===== src/rtl/sinc3_pkg.sv =====
package sinc3_pkg;

    localparam int CODE_W   = 7;
    localparam int OUT_W    = 24;
    localparam int ORDER    = 3;
    localparam int BASE_OSR = 64;
    localparam int CODE_60  = 126;
    localparam int CODE_50  = 127;
    localparam int RATIO_60 = 8533;
    localparam int RATIO_50 = 10240;
    localparam int RATIO_W  = $clog2(RATIO_50 + 1);
    localparam int LOG_MAX  = $clog2(RATIO_50);
    localparam int ACC_W    = ORDER * LOG_MAX + 1;
    localparam int FS_EXP   = OUT_W - 2;
    localparam int SHIFT_W  = 6;

    typedef logic [CODE_W-1:0]         code_t;
    typedef logic [RATIO_W-1:0]        ratio_t;
    typedef logic signed [ACC_W-1:0]   acc_t;
    typedef logic signed [OUT_W-1:0]   res_t;

    typedef struct packed {
        ratio_t               ratio;
        logic                 left;
        logic [SHIFT_W-1:0]   amt;
    } frame_cfg_t;

    typedef enum logic [1:0] {
        FILL_FIRST,
        FILL_SECOND,
        SETTLED
    } settle_e;

    function automatic logic [SHIFT_W-1:0] ceil_log2(input ratio_t v);
        logic [SHIFT_W-1:0] r;
        r = '0;
        for (int i = 0; i < RATIO_W; i++) begin
            if ((ratio_t'(1) << i) < v) r = SHIFT_W'(i + 1);
        end
        return r;
    endfunction

    function automatic frame_cfg_t decode_code(input code_t code, input code_t min_code);
        frame_cfg_t c;
        code_t      eff;
        int         total;
        eff = (code < min_code) ? min_code : code;
        if (eff == code_t'(CODE_50))
            c.ratio = ratio_t'(RATIO_50);
        else if (eff == code_t'(CODE_60))
            c.ratio = ratio_t'(RATIO_60);
        else
            c.ratio = ratio_t'((int'(eff) + 1) * BASE_OSR);
        total = ORDER * int'(ceil_log2(c.ratio));
        if (total >= FS_EXP) begin
            c.left = 1'b0;
            c.amt  = SHIFT_W'(total - FS_EXP);
        end else begin
            c.left = 1'b1;
            c.amt  = SHIFT_W'(FS_EXP - total);
        end
        return c;
    endfunction

    function automatic res_t scale_out(input acc_t v, input frame_cfg_t c);
        acc_t s;
        s = c.left ? (v <<< c.amt) : (v >>> c.amt);
        return s[OUT_W-1:0];
    endfunction

endpackage


===== src/rtl/sinc3_code_map.sv =====
module sinc3_code_map
    import sinc3_pkg::*;
#(
    parameter int MIN_CODE = 1
) (
    input  code_t      code,
    output frame_cfg_t cfg
);

    localparam code_t FLOOR = code_t'(MIN_CODE);

    assign cfg = decode_code(code, FLOOR);

endmodule


===== src/rtl/sinc3_integrators.sv =====
module sinc3_integrators
    import sinc3_pkg::*;
(
    input  logic clk,
    input  logic clr,
    input  logic take,
    input  logic bit_in,
    output acc_t sum_next
);

    acc_t acc_q [ORDER];
    acc_t acc_d [ORDER];
    acc_t step_in;

    assign step_in = bit_in ? acc_t'(1) : acc_t'(-1);

    always_comb begin
        acc_d[0] = acc_q[0] + step_in;
        for (int s = 1; s < ORDER; s++) begin
            acc_d[s] = acc_q[s] + acc_d[s-1];
        end
    end

    for (genvar g = 0; g < ORDER; g++) begin : g_stage
        always_ff @(posedge clk) begin
            if (clr)
                acc_q[g] <= '0;
            else if (take)
                acc_q[g] <= acc_d[g];
        end
    end

    assign sum_next = acc_d[ORDER-1];

endmodule


===== src/rtl/sinc3_frame_ctrl.sv =====
module sinc3_frame_ctrl
    import sinc3_pkg::*;
(
    input  logic   clk,
    input  logic   clr,
    input  logic   take,
    input  ratio_t ratio,
    output logic   last,
    output logic   dec_pulse,
    output logic   settled
);

    ratio_t  cnt_q;
    settle_e st_q;

    assign last    = take && (cnt_q == ratio - ratio_t'(1));
    assign settled = (st_q == SETTLED);

    always_ff @(posedge clk) begin
        if (clr) begin
            cnt_q     <= '0;
            dec_pulse <= 1'b0;
            st_q      <= FILL_FIRST;
        end else begin
            dec_pulse <= last;
            if (take)
                cnt_q <= last ? '0 : cnt_q + ratio_t'(1);
            if (dec_pulse) begin
                case (st_q)
                    FILL_FIRST:  st_q <= FILL_SECOND;
                    FILL_SECOND: st_q <= SETTLED;
                    default:     st_q <= SETTLED;
                endcase
            end
        end
    end

endmodule


===== src/rtl/sinc3_combs.sv =====
module sinc3_combs
    import sinc3_pkg::*;
(
    input  logic clk,
    input  logic clr,
    input  logic take,
    input  acc_t din,
    output acc_t dout
);

    acc_t dly_q [ORDER];
    acc_t tap   [ORDER+1];

    always_comb begin
        tap[0] = din;
        for (int s = 0; s < ORDER; s++) begin
            tap[s+1] = tap[s] - dly_q[s];
        end
    end

    for (genvar g = 0; g < ORDER; g++) begin : g_stage
        always_ff @(posedge clk) begin
            if (clr)
                dly_q[g] <= '0;
            else if (take)
                dly_q[g] <= tap[g];
        end
    end

    assign dout = tap[ORDER];

endmodule


===== src/rtl/sinc3_decim.sv =====
module sinc3_decim
    import sinc3_pkg::*;
#(
    parameter int MIN_CODE   = 1,
    parameter int RESET_CODE = 7
) (
    input  logic                     clk,
    input  logic                     rst,
    input  logic                     sample_en,
    input  logic                     mod_bit,
    input  logic                     cfg_load,
    input  logic [CODE_W-1:0]        cfg_code,
    output logic signed [OUT_W-1:0]  result,
    output logic                     result_valid,
    output logic                     result_settled
);

    localparam frame_cfg_t RESET_CFG = decode_code(code_t'(RESET_CODE), code_t'(MIN_CODE));

    logic       restart;
    logic       take;
    frame_cfg_t cfg_in;
    frame_cfg_t cfg_q;
    acc_t       int_next;
    acc_t       dec_q;
    acc_t       comb_out;
    logic       last;
    logic       dec_pulse;
    logic       frame_settled;

    assign restart = rst | cfg_load;
    assign take    = sample_en & ~restart;

    sinc3_code_map #(.MIN_CODE(MIN_CODE)) u_map (
        .code (cfg_code),
        .cfg  (cfg_in)
    );

    always_ff @(posedge clk) begin
        if (rst)
            cfg_q <= RESET_CFG;
        else if (cfg_load)
            cfg_q <= cfg_in;
    end

    sinc3_integrators u_int (
        .clk      (clk),
        .clr      (restart),
        .take     (take),
        .bit_in   (mod_bit),
        .sum_next (int_next)
    );

    sinc3_frame_ctrl u_ctrl (
        .clk       (clk),
        .clr       (restart),
        .take      (take),
        .ratio     (cfg_q.ratio),
        .last      (last),
        .dec_pulse (dec_pulse),
        .settled   (frame_settled)
    );

    always_ff @(posedge clk) begin
        if (restart)
            dec_q <= '0;
        else if (last)
            dec_q <= int_next;
    end

    sinc3_combs u_comb (
        .clk  (clk),
        .clr  (restart),
        .take (dec_pulse),
        .din  (dec_q),
        .dout (comb_out)
    );

    always_ff @(posedge clk) begin
        if (restart) begin
            result         <= '0;
            result_valid   <= 1'b0;
            result_settled <= 1'b0;
        end else begin
            result_valid   <= dec_pulse;
            result_settled <= dec_pulse & frame_settled;
            if (dec_pulse)
                result <= scale_out(comb_out, cfg_q);
        end
    end

endmodule


===== config.mk =====
export PLATFORM = sky130hd
export DESIGN_NAME = sinc3_decim
export DESIGN_NICKNAME = d
export VERILOG_FILES = /design/src/rtl/sinc3_pkg.sv /design/src/rtl/sinc3_code_map.sv /design/src/rtl/sinc3_integrators.sv /design/src/rtl/sinc3_frame_ctrl.sv /design/src/rtl/sinc3_combs.sv /design/src/rtl/sinc3_decim.sv
export SDC_FILE = /design/constraint.sdc
export NUM_CORES = 1
export LEC_CHECK = 0
export ABC_CLOCK_PERIOD_IN_PS = 21000
export CAP_MARGIN = 20
export CORE_MARGIN = 2
export CORE_UTILIZATION = 30
export CTS_BUF_LIST = sky130_fd_sc_hd__clkbuf_16
export DETAILED_ROUTE_END_ITERATION = 10
export PLACE_DENSITY = 0.42
export SYNTH_ARGS = -nofsm -noshare
export SYNTH_HDL_FRONTEND = slang
export SYNTH_SLANG_ARGS = --single-unit

===== constraint.sdc =====
create_clock -name clk -period 21 [get_ports clk]
set_clock_uncertainty 0.15 [all_clocks]
set_input_delay 4.2 -clock clk [delete_from_list [all_inputs] [get_ports clk]]
set_output_delay 4.2 -clock clk [all_outputs]
set_load 0.03 [all_outputs]

After elaboration in Yosys (flattened, before gate mapping)
Memory sizes are Yosys's and may differ from the RTL's. Index checks and enable logic that the tools add are counted.

Bitwise gates (word level): 10. Multiplexer cells: 36. Multiply operators: 1. Eq/ne operators: 4. $lt $le $gt $ge: 16. Reductions and logical operators: 2. Shifts and indexed selects: 2. Add/sub/neg operators: 11.

Operators by type and width (number): two-way mux 43 bit (7); adder 43 bit (3); subtractor 43 bit (3); <<< shifter 43 x 6 -> 24 bit (1); >>> shifter 43 x 6 -> 24 bit (1); two-way mux 14 bit (3); >= comparator 32 x 6 -> 1 bit, second input constant (1); two-way mux 4 bit (7); two-way mux 24 bit (1); adder 14 x 1 -> 14 bit, second input constant (1); equality test 14 bit (1); equality test 7 bit, second input constant (2); less-than comparator 1 x 14 -> 1 bit, first input constant (1); less-than comparator 10 x 14 -> 1 bit, first input constant (1); less-than comparator 11 x 14 -> 1 bit, first input constant (1); less-than comparator 12 x 14 -> 1 bit, first input constant (1); less-than comparator 13 x 14 -> 1 bit, first input constant (1); less-than comparator 14 bit, first input constant (1); less-than comparator 2 x 14 -> 1 bit, first input constant (1); less-than comparator 3 x 14 -> 1 bit, first input constant (1); less-than comparator 4 x 14 -> 1 bit, first input constant (1); less-than comparator 5 x 14 -> 1 bit, first input constant (1); less-than comparator 6 x 14 -> 1 bit, first input constant (1); less-than comparator 7 x 14 -> 1 bit, first input constant (1); other kinds (18) (39).

Register bits after elaboration: 107. Bits of input ports: 12. Output and inout port bits: 26. Logic and storage cells: 94. Memories: 2. Memory bits (writable): 258.

Memories: u_comb.dly_q (depth 3, width 43, read ports 3, clocked after Yosys merged registers in 0, write ports 3, RTL line sinc3_combs.sv:11) `acc_t dly_q [ORDER];`; u_int.acc_q (depth 3, width 43, read ports 3, clocked after Yosys merged registers in 0, write ports 3, RTL line sinc3_integrators.sv:11) `acc_t acc_q [ORDER];`.

Longest topological paths before layout
Gate-level depths: netlist of run 1.

Depth in word-level cells: 23. Gate-level depth with buffers: 42. Depth with buffers taken out: 41.

Hierarchy
From an unflattened synthesis of run 1, not the netlist that was laid out.

Cell total of the unflattened synthesis: 3726. Area, all modules: 33702.3 µm².

By module, submodules not included: sinc3_combs (area each 12042.8 µm², sequential area each 3873.7 µm², instances 1, cells each 1357); sinc3_integrators (area each 11827.6 µm², sequential area each 3873.7 µm², instances 1, cells each 1254); sinc3_decim (area each 7613.6 µm², sequential area each 1801.7 µm², instances 1, cells each 826); sinc3_frame_ctrl (area each 1247.4 µm², sequential area each 340.3 µm², instances 1, cells each 155); sinc3_code_map (area each 970.9 µm², sequential area each 0.0 µm², instances 1, cells each 134).

Worst setup path before layout of run 1
No wires, ideal clock.

Path kind: in2reg. Start: input port mod_bit. End: memory u_int.acc_q[2][42] (netlist name) (data pin). Buffers on the path: 0. Setup time: 0.255 ns. Cell stages on the path: 34. Required time: 20.595 ns. Setup slack: 9.513 ns. Arrival: 11.083 ns. Cell sequence: inv_1 ha_1 nor2b_1 o31a_1 o21ai_0 o21bai_1 a21oi_1 o221ai_1 a21oi_1 xnor2_1 ha_1 a21o_1 a21o_1 a21oi_1 o21ai_0 or3_1 a31oi_1 nor3_1 a41oi_1 nand2b_1 a21oi_1 xnor2_1 ha_1 o21a_1 o211ai_1 nor2_1 o31a_1 o21a_1 a211o_1 a21oi_1 o21ai_0 a221o_1 xnor3_1 and2_1.

RTL lines: start: declaration (RTL line sinc3_decim.sv:10) `input logic mod_bit,`; end: declaration (RTL line sinc3_integrators.sv:11).

==> reports/qor.csv, run 1 <==
stage;metric;value;unit
outcome;status;complete, no violations;
worst_setup_path;worst_ep_required_time;21.24;ns
logic_synthesis;synth-seq-cells;360;
sta;fin_crit;12.08;ns
power;power;3425;uW
logic_synthesis;async_flop_share;0;%
drt;ant_nets;0;
logic_synthesis;synth_compound_area_share;22.59;%
logic_synthesis;synthesis.nets;3866;
clock_network;clock_latency;0.65;ns
worst_setup_path;cpMostUsedCell;a21oi_1;
clock_network;cts.repair.resized;0;
clock_network;numCtsBuffers;49;
logic_synthesis;synth_area_per_cell;8.647;sq um
clock_network;cts_buffer_depth;3;
global_routing;grt_pass1_wl;143.0;mm
sta;finalMaxSlewViolations;0;
logic_synthesis;synthMuxAreaShare;3.739;%
power;combPwrFrac;50.3;%
logic_synthesis;synthAdderAreaFrac;11.07;%
power;power.share.switching;42.91;%
worst_setup_path;cp-end-kind;register;
global_routing;first_global_vias;24590;
die;rows;117;
logic_synthesis;synth_ff_type;edfxtp_1;
power;leakage;0.01440;uW
sta;rsz0062_at_grt;false;
power;ir_worst_vdd;64.62;uV
power;powerDensity;99.93;nW/um^2
finish;diodes;0;
logic_synthesis;synth_area;30990;sq um
sta;hold_viol_final;0;
worst_setup_path;start_kind;input pin;
logic_synthesis;synth_warnings;0;
power;clock_power_share;25.2;%
worst_setup_path;crit_fanout;41;
finish;area_delta_synth_final;10.58;%
logic_synthesis;synth_top_family_by_area;compound AO/OA/AOI/OAI gates;
worst_setup_path;slowest_delay;0.49;ns
clock_network;cts_setup_buffers;0;
clock_network;cts_tree;done;
hold_path;hold_class;register to register;
clock_network;cts_hold_buffers;0;
logic_synthesis;synth-simple-area-share;18.49;%
die;core_area;102200;sq um
placed_design;post_dp_cell_area;32650;sq um
sta;fmax;82.80;MHz
power;internal_power;1955;uW
sta;final-setup-viol-count;0;
sta;setup-tns-final;0;ns
logic_synthesis;postSynthCellCount;3584;
clock_network;path_clk_slew;0.06;ns
sta;post-route-period-util;57.51;%
drt;wl;89.97;mm
drt;wire_per_inst;18.13;microns
logic_synthesis;synth_edf_count;258;
finish;multi_input_area;19690;sq um
placed_design;gp_congestion;0.8913;
power;p_sw;1469;uW
placed_design;io_buffers;37;
global_routing;grt_max_degree;83;
drt;via_count;25830;
drt;post-route-drc-count;0;
worst_setup_path;slowest_stage;clkdlybuf4s50_1;
logic_synthesis;ys_seq_area_share;31.59;%
die;die-area;105900;sq um
worst_setup_path;critical_path_class;input pin to register;
die;die_w;325.4;microns
finish;drive_above_1_share;5.927;%
finish;most-common-layout-cells;324 x nor2_1, 306 x a21oi_1, 263 x ha_1, 258 x edfxtp_1, 220 x inv_1;
logic_synthesis;synth-xor-area-share;7.603;%
finish;final_common_cell;nor2_1;
global_routing;grt-ovfl-total;0;
logic_synthesis;synth_cell_types;112;
die;io_pins;38;
global_routing;antenna_found_initial;3;
finish;finalCoreUtilization;33.54;%
finish;fillers;10900;
drt;dr.pass1.iters;5;
sta;slew_headroom;29.93;%
finish;fin_nets;3836;
sta;worstMarginPinSlew;1.051;ns
finish;fin_area;34270;sq um
clock_network;htreeDepth;2;
drt;viasPerCell;5.206;
drt;drt-initial-drc-count;1735;
die;start_util;30.33;%
die;die_h;325.4;microns
power;pwr-share-seq;24.4;%
global_routing;grt_use_total;16.54;%
finish;seq_area;9796;sq um
worst_setup_path;arrival;12.32;ns
clock_network;cts_sinks;360;
clock_network;root_buffer;clkbuf_16;
placed_design;dp_hpwl;66.18;mm
flow_run;max_cap_viol_count;0;
critical path: cells and delay by family:
family                     cells  cell delay [ns]
adders and majority gates      3             1.02
buffers and inverters          3             1.03
AOI/OAI and AO/OA             21             4.58
xor gates and xnor gates       3             0.54
and+or+nand+nor                6             0.92
layout make-up:
type	instances	share of cell area, %
inverter	224	2.468
tap	1368	4.995
clock buffer	50	3.651
timing repair buffer	68	1.760
sequential	360	28.58
multi-input combinational	2851	57.46
clock inverter	41	1.077
metrics by stage:
stage	setup WS, ns	hold slack, ns	instances
floorplan	9.513	0.2926	3584
global placement	8.331	0.3169	4871
detailed placement	8.229	0.3158	4871
CTS	8.879	0.3303	4962
global route	8.226	0.3551	4962
finish	8.923	0.3302	4962
logic make-up after synthesis:
family          Yosys count
compound gates         1075
xor+xnor                264
fa+ha+maj               270
buf+inv                 373
flops                   360
mux                      92
simple gates           1150
Yosys cell counts, types with 40 or more instances:
master | instances | share of area, %
clkbuf_1 | 107 | 1.3
dfxtp_1 | 102 | 6.6
a211oi_1 | 45 | 1.1
a21o_1 | 140 | 3.4
o21a_1 | 45 | 1.1
nand4_1 | 40 | 0.81
nor2_1 | 325 | 3.9
edfxtp_1 | 258 | 25
and3_1 | 71 | 1.4
o21bai_1 | 42 | 1.0
nand2b_1 | 41 | 0.83
nand3_1 | 109 | 1.8
xnor2_1 | 167 | 4.7
a21oi_1 | 306 | 4.9
nor3_1 | 57 | 0.92
and2_1 | 184 | 3.7
nand2_1 | 214 | 2.6
mux2i_1 | 61 | 2.0
xor2_1 | 93 | 2.6
inv_1 | 219 | 2.7
o21ai_0 | 215 | 3.5
ha_1 | 263 | 11
power by group through the flow:
stage	logic, uW	clock network [uW]	registers, uW
after floorplan	1270	0	839
after global placement	1730	0	851
after detailed placement	1720	0	848
after CTS	1730	897	836
after global routing	1910	921	841
final	1720	864	836
routing by layer:
layer	vias to the layer above	GRT usage (%)	part of all wire, %
met3	107	2.201	3.9
met2	458	25.81	44
met1	12250	23.96	50
met4	0	4.067	2.2
met5	-	0	0
li1	13020	-	-
sequential cells by signal, summed over array words and instances, names as in the netlist:
register	count
u_comb.dly_q	129
cfg_q	16
u_int.acc_q	129
result	24
dec_q	43
result_valid	1
u_ctrl.cnt_q	14
result_settled	1
u_ctrl.st_q	2
u_ctrl.dec_pulse	1
final timing paths:
check | slack (ns) | to | cells past startpoint | from
worst max-delay path | 8.92 | u_int.acc_q[2][42] | 36 | mod_bit
worst max register to register | 11.25 | result[19] | 37 | u_comb.dly_q[0][1]
worst min-delay path | 0.33 | result[22] | 2 | result[22]
worst min register to register | 0.33 | result[22] | 2 | result[22]
Note: power is estimated with default switching activity, not from simulation.
==> inputs of run 2 (changes only) <==
Settings changed: ABC_CLOCK_PERIOD_IN_PS 21000 to 11400.
Clock period 21 ns to 11.4 ns, I/O delays scaled along.
==> reports/qor.csv, run 2 (same netlist as run 1, synthesis figures left out) <==
stage;metric;value;unit;change
clock_network;cts.repair.resized;0;;unchanged
placed_design;post_dp_cell_area;32650;sq um;unchanged
worst_setup_path;r2r_setup_slack;1.71;ns;-9.54 ns
worst_setup_path;arrival;10.20;ns;-2.12 ns
global_routing;first_global_vias;24790;;+0.78%
finish;fin_area;34320;sq um;+0.15%
finish;final_common_cell;nor2_1;;
drt;viasPerCell;5.155;;-0.97%
die;rows;117;;unchanged
sta;final-setup-viol-count;0;;unchanged
drt;drt-initial-drc-count;1490;;-14%
outcome;status;complete, no violations;;
worst_setup_path;crit_fanout;33;;-20%
drt;wl;88.86;mm;-1.2%
placed_design;pre_cts_slack;0.7549;ns;-7.474 ns
sta;fmax;100.3;MHz;
finish;reg.largest.list;u_comb.dly_q (129), u_int.acc_q (129), dec_q (43);;
finish;area_delta_synth_final;10.74;%;
sta;post-route-period-util;87.48;%;
sta;setup-tns-final;0;ns;unchanged
sta;fin_crit;9.972;ns;
flow_run;max_cap_viol_count;0;;unchanged
finish;drive_above_1_share;5.958;%;+0.031 points
sta;rsz0062_at_grt;false;;
drt;post-route-drc-count;0;;unchanged
placed_design;io_buffers;37;;unchanged
clock_network;root_buffer;clkbuf_16;;
die;die_w;325.4;microns;unchanged
die;die-area;105900;sq um;unchanged
sta;worstMarginPinSlew;0.9117;ns;-0.1394 ns
clock_network;cts_hold_buffers;0;;unchanged
power;leakage;0.01440;uW;about the same
die;io_pins;38;;unchanged
drt;ant_nets;0;;unchanged
sta;slew_headroom;39.00;%;+9.1 points
clock_network;cts_buffer_depth;3;;unchanged
worst_setup_path;slowest_delay;0.57;ns;+0.08 ns
global_routing;grt-ovfl-total;0;;unchanged
clock_network;cts_sinks;360;;unchanged
worst_setup_path;worst_ep_required_time;11.63;ns;-9.61 ns
die;die_h;325.4;microns;unchanged
worst_setup_path;start_kind;input pin;;
sta;hold_viol_final;0;;unchanged
global_routing;grt_max_degree;83;;unchanged
global_routing;grt_use_total;16.31;%;-0.23 points
worst_setup_path;cp-end-kind;register;;
clock_network;cts_tree;done;;
global_routing;grt_pass1_wl;140.8;mm;-1.5%
clock_network;clock_latency;0.63;ns;-0.02 ns
clock_network;numCtsBuffers;48;;-2.0%
drt;dr.pass1.iters;5;;unchanged
clock_network;htreeDepth;2;;unchanged
placed_design;gp_congestion;0.8878;;-0.39%
die;start_util;30.33;%;unchanged
worst_setup_path;critical_path_class;input pin to register;;
clock_network;cts_setup_buffers;0;;unchanged
drt;wire_per_inst;17.91;microns;-1.2%
worst_setup_path;slowest_stage;a311oi_1;;
worst_setup_path;cpMostUsedCell;o21ai_0;;
sta;setup_ws;1.428;ns;-7.495 ns
placed_design;dp_hpwl;66.39;mm;+0.33%
global_routing;antenna_found_initial;2;;-1
finish;most-common-layout-cells;324 x nor2_1, 306 x a21oi_1, 263 x ha_1, 258 x edfxtp_1, 222 x inv_1;;
finish;fin_nets;3835;;-0.026%
hold_path;hold_class;register to register;;
drt;via_count;25580;;-0.99%
sta;finalMaxSlewViolations;0;;unchanged
power;ir_worst_vdd;111.2;uV;+72%
die;core_area;102200;sq um;unchanged
power;powerDensity;184.4;nW/um^2;+84%
clock_network;path_clk_slew;0.06;ns;about the same
-- run 2: metrics by stage --
stage               power [uW]  utilization [%]  hold WS, ns  cells
finish                    6328            33.59       0.3368   4961
global route              6780            33.58       0.3494   4960
CTS                       6391            33.58       0.3338   4960
detailed placement        4731            31.95       0.3140   4871
global placement          4763            31.95       0.3168   4871
floorplan                 3890                -       0.2926   3584
-- run 2: cell type report --
type,count,area (sq um)
Multi-Input combinational cell,2851,19690
Inverter,224,845.8
Timing Repair Buffer,68,603.1
Clock buffer,51,1276
Sequential cell,360,9796
Tap cell,1368,1712
Clock inverter,38,391.6
Fill cell,10860,67860
Antenna cell,1,2.502
-- run 2: worst max-delay path, delay by kind of cell --
kind / cells / cell delay [ns]
and+or+nand+nor: 8 / 1.20
adders and majority gates: 3 / 0.95
buffers and inverters: 4 / 1.38
xor gates and xnor gates: 3 / 0.60
AOI/OAI and AO/OA: 18 / 3.80
-- run 2: final timing paths --
check / cells past startpoint / startpoint / to
worst max-delay path: 36 / mod_bit / u_int.acc_q[2][42]
worst min register to register: 2 / result[22] / result[22]
worst max register to register: 38 / dec_q[0] / result[19]
worst min-delay path: 2 / result[22] / result[22]
-- run 2: routing by layer --
metal	vias to the layer above	GRT usage, %	share of wire [%]
li1	13010	-	-
met1	12070	22.94	50
met2	372	26.08	44
met3	132	2.000	3.3
met4	0	4.698	2.7
met5	-	0	0
-- run 2: report_power, final --
part / switching [uW] / internal (uW)
Sequential: 37.0 / 1500
Clock: 657 / 950
Combinational: 2000 / 1190
==> inputs of run 3 (changes only) <==
Settings changed: MAX_ROUTING_LAYER set to met4.
==> reports/qor.csv, run 3 (same netlist as run 1, synthesis figures left out) <==
stage;metric;value;unit;change
worst_setup_path;slowest_delay;0.53;ns;-0.04 ns
finish;seq_area;9796;sq um;unchanged
clock_network;cts_tree;done;;
drt;drt-initial-drc-count;1559;;+4.6%
global_routing;grt_use_total;16.79;%;+0.49 points
sta;rsz0062_at_grt;false;;
clock_network;root_buffer;clkbuf_16;;
drt;post-route-drc-count;0;;unchanged
power;internal_power;3637;uW;about the same
finish;fin_nets;3835;;unchanged
sta;post-route-period-util;87.48;%;about the same
global_routing;antenna_found_initial;2;;unchanged
power;clock_power_share;25.4;%;about the same
sta;finalMaxSlewViolations;0;;unchanged
sta;fin_crit;9.973;ns;+0.0005200 ns
placed_design;gp_congestion;0.9027;;+1.7%
clock_network;cts_buffer_depth;3;;unchanged
worst_setup_path;crit_fanout;33;;unchanged
hold_path;hold_depth;2;;unchanged
hold_path;hold_class;register to register;;
sta;worstMarginPinSlew;0.9047;ns;-0.006952 ns
sta;final-setup-viol-count;0;;unchanged
drt;wl;88.96;mm;+0.11%
die;core_area;102200;sq um;unchanged
drt;wire_per_inst;17.93;microns;+0.11%
power;p_sw;2691;uW;about the same
clock_network;numCtsBuffers;48;;unchanged
sta;fmax;100.3;MHz;about the same
placed_design;io_buffers;37;;unchanged
finish;multi_input_area;19690;sq um;unchanged
clock_network;path_clk_slew;0.06;ns;about the same
finish;most-common-layout-cells;324 x nor2_1, 306 x a21oi_1, 263 x ha_1, 258 x edfxtp_1, 222 x inv_1;;
finish;drive_above_1_share;5.958;%;unchanged
power;combPwrFrac;50.4;%;about the same
die;rows;117;;unchanged
die;die_w;325.4;microns;unchanged
drt;viasPerCell;5.161;;+0.11%
sta;whs;0.3366;ns;-0.0001840 ns
worst_setup_path;arrival;10.20;ns;about the same
clock_network;cts_setup_buffers;0;;unchanged
outcome;status;complete, no violations;;
clock_network;cts.repair.resized;0;;unchanged
worst_setup_path;cp-end-kind;register;;
power;pwr-share-seq;24.2;%;about the same
worst_setup_path;critical_path_class;input pin to register;;
power;power.share.switching;42.52;%;about the same
worst_setup_path;rr_worst_depth;38;;unchanged
clock_network;cts_sinks;360;;unchanged
worst_setup_path;start_kind;input pin;;
placed_design;dp_hpwl;66.39;mm;unchanged
die;start_util;30.33;%;unchanged
clock_network;clock_latency;0.63;ns;about the same
die;die_h;325.4;microns;unchanged
global_routing;grt_pass1_wl;140.8;mm;about the same
finish;reg.largest.list;u_comb.dly_q (129), u_int.acc_q (129), dec_q (43);;
power;leakage;0.01440;uW;unchanged
worst_setup_path;cpMostUsedCell;a21oi_1;;
clock_network;htreeDepth;2;;unchanged
sta;setup_ws;1.427;ns;-0.0005200 ns
sta;setup-tns-final;0;ns;unchanged
global_routing;grt-ovfl-total;0;;unchanged
global_routing;grt_max_degree;83;;unchanged
die;io_pins;38;;unchanged
worst_setup_path;worst_ep_required_time;11.63;ns;about the same
die;die-area;105900;sq um;unchanged
sta;slew_headroom;39.46;%;+0.47 points
finish;area_delta_synth_final;10.74;%;unchanged
worst_setup_path;slowest_stage;a211oi_1;;
placed_design;pre_cts_slack;0.7549;ns;unchanged
sta;hold_viol_final;0;;unchanged
power;powerDensity;184.4;nW/um^2;about the same
finish;final_common_cell;nor2_1;;
drt;dr.pass1.iters;6;;+1
finish;fillers;10860;;unchanged
power;ir_worst_vdd;111.0;uV;-0.22%
drt;ant_nets;0;;unchanged
clock_network;cts_hold_buffers;0;;unchanged
flow_run;max_cap_viol_count;0;;unchanged
drt;via_count;25610;;+0.11%
global_routing;first_global_vias;24790;;+0.020%
==> run 3: cell counts in the layout (fill, tap and decap cells not counted) <==
No cell type changed its count.
==> run 3: path summary, 6_finish.rpt <==
path | from | endpoint | slack (ns)
setup / recovery | mod_bit | u_int.acc_q[2][42] | 1.43
hold / removal | result[22] | result[22] | 0.34
setup reg to reg | dec_q[0] | result[19] | 1.62
hold reg to reg | result[22] | result[22] | 0.34
==> run 3: final cells by class <==
| cell class | count | share of cell area [%] |
|---|---|---|
| clock buffers | 51 | 3.719 |
| diodes | 1 | 0.007292 |
| well taps | 1368 | 4.987 |
| clock inverters | 38 | 1.141 |
| multi-input cells | 2851 | 57.38 |
| repair buffers | 68 | 1.757 |
| inverters | 224 | 2.465 |
| flip-flops and latches | 360 | 28.54 |
==> run 3: per-layer routing <==
layer / part of all wire (%) / GRT usage (%)
met4: 2.6 / 4.698
met2: 45 / 26.10
met1: 49 / 22.95
met5: 0 / -
met3: 3.5 / 1.988
==> run 3: worst max-delay path, delay by kind of cell <==
| kind | cells | cell delay (ns) |
|---|---|---|
| adders and majority gates | 3 | 1.03 |
| AOI/OAI and AO/OA | 17 | 3.76 |
| xor gates and xnor gates | 3 | 0.57 |
| and+or+nand+nor | 8 | 1.17 |
| buffers and inverters | 4 | 1.38 |
==> run 3: stage by stage <==
step | cell area [sq um] | cells | power [uW] | utilization, %
floorplan | 30990 | 3584 | 3890 | -
global placement | 32650 | 4871 | 4763 | 31.95
detailed placement | 32650 | 4871 | 4731 | 31.95
CTS | 34320 | 4960 | 6391 | 33.58
global route | 34320 | 4960 | 6780 | 33.58
finish | 34320 | 4961 | 6328 | 33.59
==> run 3: power groups by stage <==
stage	Sequential [uW]	Clock (uW)	Combinational [uW]
2_1_floorplan	1550	0	2340
4_1_cts	1530	1670	3190
6_report	1530	1610	3190
3_3_place_gp	1560	0	3200
5_1_grt	1540	1710	3530
3_5_place_dp	1560	0	3170
